--- src/rtl/fp_rsign_pkg.sv ---
package fp_rsign_pkg;
  localparam int SOP_W = 3;
  localparam int SEL_W = 2;
  localparam int RM_W  = 2;

  typedef enum logic [SOP_W-1:0] {
    SOP_HOLD = 3'd0,
    SOP_INV  = 3'd1,
    SOP_XSUB = 3'd2,
    SOP_COPY = 3'd3
  } sop_e;

  localparam logic [SEL_W-1:0] OSEL_A   = 2'd0;
  localparam logic [SEL_W-1:0] OSEL_B   = 2'd1;
  localparam logic [SEL_W-1:0] OSEL_C   = 2'd2;
  localparam logic [SEL_W-1:0] OSEL_POS = 2'd3;

  localparam logic [RM_W-1:0] RM_DOWN = 2'd3;

  typedef struct packed {
    logic sa;
    logic sb;
    logic sc;
    logic sub;
    logic neg;
  } op_ctx_t;
endpackage

--- src/rtl/rsign_ctx.sv ---
module rsign_ctx
  import fp_rsign_pkg::*;
(
  input  logic    clk,
  input  logic    rst_n,
  input  logic    start_i,
  input  logic    sign_a_i,
  input  logic    sign_b_i,
  input  logic    sign_c_i,
  input  logic    sub_i,
  input  logic    neg_i,
  input  logic    madd_i,
  output op_ctx_t ctx_o,
  output logic    seed_o
);
  op_ctx_t ctx_q;

  always_ff @(posedge clk) begin
    if (!rst_n) begin
      ctx_q <= '0;
    end else if (start_i) begin
      ctx_q.sa  <= sign_a_i;
      ctx_q.sb  <= sign_b_i;
      ctx_q.sc  <= sign_c_i;
      ctx_q.sub <= sub_i;
      ctx_q.neg <= neg_i;
    end
  end

  // multiply-add begins from B with subtraction folded in
  always_comb begin
    if (madd_i) seed_o = sign_b_i ^ sub_i;
    else        seed_o = sign_a_i;
  end

  assign ctx_o = ctx_q;
endmodule

--- src/rtl/rsign_alu.sv ---
module rsign_alu
  import fp_rsign_pkg::*;
(
  input  logic             clk,
  input  logic             rst_n,
  input  logic             start_i,
  input  logic             seed_i,
  input  logic [SOP_W-1:0] sop_i,
  input  logic [SEL_W-1:0] osel_i,
  input  op_ctx_t          ctx_i,
  output logic             work_o
);
  logic work_q;
  logic work_d;
  logic pick;

  always_comb begin
    unique case (osel_i)
      OSEL_A:  pick = ctx_i.sa;
      OSEL_B:  pick = ctx_i.sb;
      OSEL_C:  pick = ctx_i.sc;
      default: pick = 1'b0;
    endcase
  end

  always_comb begin
    work_d = work_q;
    if (start_i) begin
      work_d = seed_i;
    end else begin
      case (sop_i)
        SOP_INV:  work_d = ~work_q;
        SOP_XSUB: work_d = work_q ^ ctx_i.sub;
        SOP_COPY: work_d = pick;
        default:  work_d = work_q;
      endcase
    end
  end

  always_ff @(posedge clk) begin
    if (!rst_n) work_q <= 1'b0;
    else        work_q <= work_d;
  end

  assign work_o = work_q;
endmodule

--- src/rtl/rsign_final.sv ---
module rsign_final
  import fp_rsign_pkg::*;
(
  input  logic            clk,
  input  logic            rst_n,
  input  logic            fin_i,
  input  logic            work_i,
  input  logic            neg_i,
  input  logic            nan_i,
  input  logic [RM_W-1:0] rmode_i,
  input  logic            zero_exact_i,
  input  logic            inexact_i,
  output logic            sign_o,
  output logic            vld_o
);
  logic base;
  logic fsign;
  logic sign_q;
  logic vld_q;

  // the zero rule needs a truly exact zero, not one produced by rounding
  always_comb begin
    if (zero_exact_i && !inexact_i) base = (rmode_i == RM_DOWN);
    else                            base = work_i;
    fsign = nan_i ? work_i : (base ^ neg_i);
  end

  always_ff @(posedge clk) begin
    if (!rst_n) begin
      sign_q <= 1'b0;
      vld_q  <= 1'b0;
    end else begin
      vld_q <= fin_i;
      if (fin_i) sign_q <= fsign;
    end
  end

  assign sign_o = sign_q;
  assign vld_o  = vld_q;
endmodule

--- src/rtl/fp_rsign_unit.sv ---
module fp_rsign_unit
  import fp_rsign_pkg::*;
(
  input  logic       clk,
  input  logic       rst_n,
  input  logic       start_i,
  input  logic       sign_a_i,
  input  logic       sign_b_i,
  input  logic       sign_c_i,
  input  logic       sub_i,
  input  logic       neg_i,
  input  logic       madd_i,
  input  logic [2:0] sop_i,
  input  logic [1:0] osel_i,
  input  logic       fin_i,
  input  logic       nan_i,
  input  logic [1:0] rmode_i,
  input  logic       zero_exact_i,
  input  logic       inexact_i,
  output logic       work_sign_o,
  output logic       final_sign_o,
  output logic       final_vld_o
);
  op_ctx_t ctx;
  logic    seed;
  logic    work;

  rsign_ctx u_ctx (
    .clk      (clk),
    .rst_n    (rst_n),
    .start_i  (start_i),
    .sign_a_i (sign_a_i),
    .sign_b_i (sign_b_i),
    .sign_c_i (sign_c_i),
    .sub_i    (sub_i),
    .neg_i    (neg_i),
    .madd_i   (madd_i),
    .ctx_o    (ctx),
    .seed_o   (seed)
  );

  rsign_alu u_alu (
    .clk     (clk),
    .rst_n   (rst_n),
    .start_i (start_i),
    .seed_i  (seed),
    .sop_i   (sop_i),
    .osel_i  (osel_i),
    .ctx_i   (ctx),
    .work_o  (work)
  );

  rsign_final u_fin (
    .clk          (clk),
    .rst_n        (rst_n),
    .fin_i        (fin_i),
    .work_i       (work),
    .neg_i        (ctx.neg),
    .nan_i        (nan_i),
    .rmode_i      (rmode_i),
    .zero_exact_i (zero_exact_i),
    .inexact_i    (inexact_i),
    .sign_o       (final_sign_o),
    .vld_o        (final_vld_o)
  );

  assign work_sign_o = work;
endmodule

--- config.mk ---
export PLATFORM = sky130hd
export DESIGN_NAME = fp_rsign_unit
export DESIGN_NICKNAME = d
export VERILOG_FILES = /design/src/rtl/fp_rsign_pkg.sv /design/src/rtl/rsign_ctx.sv /design/src/rtl/rsign_alu.sv /design/src/rtl/rsign_final.sv /design/src/rtl/fp_rsign_unit.sv
export SDC_FILE = /design/constraint.sdc
export NUM_CORES = 1
export LEC_CHECK = 0
export BUFFER_PORTS_ARGS = -buffer_cell sky130_fd_sc_hd__buf_2
export CAP_MARGIN = 15
export CORE_AREA = 2 2 39 41
export DETAILED_ROUTE_END_ITERATION = 6
export DIE_AREA = 0 0 41 43
export PLACE_DENSITY = 0.67
export SKIP_LAST_GASP = 1
export SLEW_MARGIN = 20
export SYNTH_ARGS = -nofsm -noshare
export SYNTH_HDL_FRONTEND = slang
export SYNTH_SLANG_ARGS = --single-unit
--- constraint.sdc ---
create_clock -name clk -period 2.5 [get_ports clk]
set_input_delay 0 -clock clk [delete_from_list [all_inputs] [get_ports clk]]
set_output_delay 0 -clock clk [all_outputs]
set_load 0.1 [all_outputs]
==> impl_metrics.yaml <==
worst_hold_path:
  hold_path_class: "input pin to flip-flop"
  min_to: "u_ctx.ctx_o[0]"
  min-delay-start: "neg_i"
  whs_path_depth: 3
layout:
  n_antenna_cell: 0
  regArea_sq_um: 160
  post-route-util: 0.414
  fin_cells: 83
  num-fill-cells: 141
  stdcell_area_sq_um: 573
  multi_input_area_sq_um: 250
  fin_nets: 89
  drive_above_1_share: 0.373
  syn_to_final_growth_pct: 35.9
die:
  initial_core_util: 0.305
  core_sq_mm: 0.00138
  ios: 23
  die_area_sq_mm: 0.00176
  dieWidth_um: 41
  rows: 14
  die_h_um: 43
power_and_ir_drop:
  vdd_drop_max_v: 0.000267
  powerDensity_mw_per_mm2: 555
  power_leakage_uw: 0.000275
setup_path:
  crit_buf_inv: 1
  cpMaxStageDelayCell: "buf_2"
  cp.arrival_ns: 1.14
  cp.required_ns: 2.50
  crit_chain: "buf_2"
  critPathTopFamily: "buffers and inverters"
  cp_max_fo: 6
  crit-reg2reg-launch: "u_alu.work_o"
  path_class: "flip-flop to primary output"
  r2r_end: "u_alu.work_o"
  cp-start-kind: "flip-flop"
  cpPeakStageDelay_ns: 0.47
  rr_worst_depth: 3
  end_kind: "primary output"
  r2r_setup_slack_ns: 1.42
sta:
  maxSlewViolCount: 0
  fmax_mhz: 878
  rsz0062_at_grt: "false"
  tns_ns: 0
  worstMarginPinSlew_ns: 0.484
  final.period_utilization: 0.456
  relSlewSlack: 0.679
  finalSetupViolCount: 0
  clock_skew_ns: 0.00156
  finalHoldViolCount: 0
  layout_min_cycle_time_ns: 1.14
synthesis:
  synth_edf_count: 0
  ys_top_cells_by_area: "dfxtp_1 38%, mux2i_1 14%, nor2b_1 7.4%"
  syn_avg_cell_area_sq_um: 9.81
  synth_top_area_frac: 0.380
  yosysWarnings: 0
  yosysMostFrequentCell: "dfxtp_1"
  synth_cell_types: 22
  synth_ff_type: "dfxtp_1"
  ys_ff_latch: 8
  synth_fp_nets: 63
  synth_top_cell_by_area: "dfxtp_1"
  synth_area_sq_um: 422
  async_flop_share: 0
  seq_area_frac_synth: 0.380
  netlist_instances: 43
  synthTopCellsByCount: "8 x dfxtp_1, 6 x mux2i_1, 5 x nor2b_1"
routing:
  m1WireLength_um: 368
  routed_wl_um: 859
  highest_layer: "met4"
  wl_per_cell_um: 10.3
  drcViolationCount: 0
  wl_met2_um: 390
  dr.first_iter.drc_count: 3
  vias: 391
  postRouteAntennaNets: 0
  dr_wl_met3_um: 92
  dr.pass1.iters: 4
  via_per_inst: 4.71
placed_design:
  placedCellCount: 79
  gp_congestion: 0.619
  port_buffers: 22
  place_area_sq_um: 541
  dp_hpwl_um: 689
global_routing:
  globalRouteTotalUtil: 0.109
  grt-ovfl-total: 0
  grt_pass1_wl_um: 1210
  grt_pass1_vias: 338
  grt_antenna_before_repair: 0
  grt_max_degree: 12
clock_tree:
  clock_path_buffers: 2
  cts_made_buffers: 3
  htree_levels: 1
  cts_tree: "done"
  clock_sinks: 8
  cts_setup_buffers: 0
  clock_latency_ns: 0.25
  clockRootBuffer: "clkbuf_4"
  path_clk_slew_ns: 0.05
flow_run:
  drv_cap: 0
run_status:
  outcome: "completed"
[where the power goes]
| group | switching, uW | leakage, uW | internal (uW) |
|---|---|---|---|
| registers | 5.78 | 0.0000661 | 136 |
| logic | 46.8 | 0.000195 | 31.7 |
| clock network | 43.2 | 0.0000138 | 54.9 |
| total | 95.7 | 0.000275 | 223 |
[tightest hold or removal path, cell delays in order]
cell     delay [ns]
buf_2          0.08
mux2i_1        0.06
nor2b_1        0.09
[cell usage in the layout (no fill, tap or decap), drive strengths merged]
cell and instances:
a22o 1, clkbuf 3, a32o 1, o2111ai 1, o21ai 4, dlygate4sd3 1, and4b 1, nor3b 1
a21o 1, mux2i 6, nand2b 2, nor2 1, dfxtp 8, a21oi 1, nand3b 2, xnor2 1
a41oi 1, and3b 1, buf 22, and2 1, xor2 2, nor2b 5
[worst max-delay path by stage]
stage                             from  cells after the start           end  slack (ns)
after CTS                 u_alu.work_o                      1   work_sign_o        1.33
after detailed placement  u_alu.work_o                      3  u_alu.work_o        1.42
after global placement    u_alu.work_o                      3  u_alu.work_o        1.47
final                     u_alu.work_o                      1   work_sign_o        1.36
after global routing      u_alu.work_o                      1   work_sign_o        1.30
after floorplan           u_alu.work_o                      3  u_alu.work_o        0.81
[metal layers]
layer  vias to the layer above  GRT usage
li1                        207          -
met1                       165      0.106
met2                        17      0.169
met3                         2     0.0314
met4                         0      0.100
met5                         -          0
[stage by stage]
step / hold slack [ns] / setup slack, ns / power, uW
2_1_floorplan: 0.122 / 0.807 / 198
3_3_place_gp: 0.252 / 1.47 / 221
6_report: 0.0157 / 1.36 / 318
4_1_cts: 0.00759 / 1.33 / 327
5_1_grt: 0.0223 / 1.30 / 340
3_5_place_dp: 0.249 / 1.42 / 223
[cell families (layout without fill, tap and decap cells)]
family	count (synthesis)	after routing	share of synthesized area
DFF	8	8	0.380
AOI/OAI and AO/OA	10	10	0.163
muxes	6	6	0.142
xor gates and xnor gates	3	3	0.0623
buffers and inverters	2	26	0.0267
and+or+nand+nor	14	14	0.226
[final cells by class]
class	count	share of cell area
Tap cell	16	0.0349
Clock buffer	3	0.0393
Multi-Input combinational cell	33	0.437
Sequential cell	8	0.279
Timing Repair Buffer	23	0.210
[sequential cells by signal, summed over array words and instances, names as in the netlist]
name          cells
u_fin.vld_o       1
u_ctx.ctx_o       5
u_alu.work_o      1
u_fin.sign_o      1
[timing repair]
item,in CTS,in global routing
resized for setup,0,0
hold buffers,1,0
endpoints found under the hold margin,1,0
No activity file was read; power rests on OpenSTA's default activity.
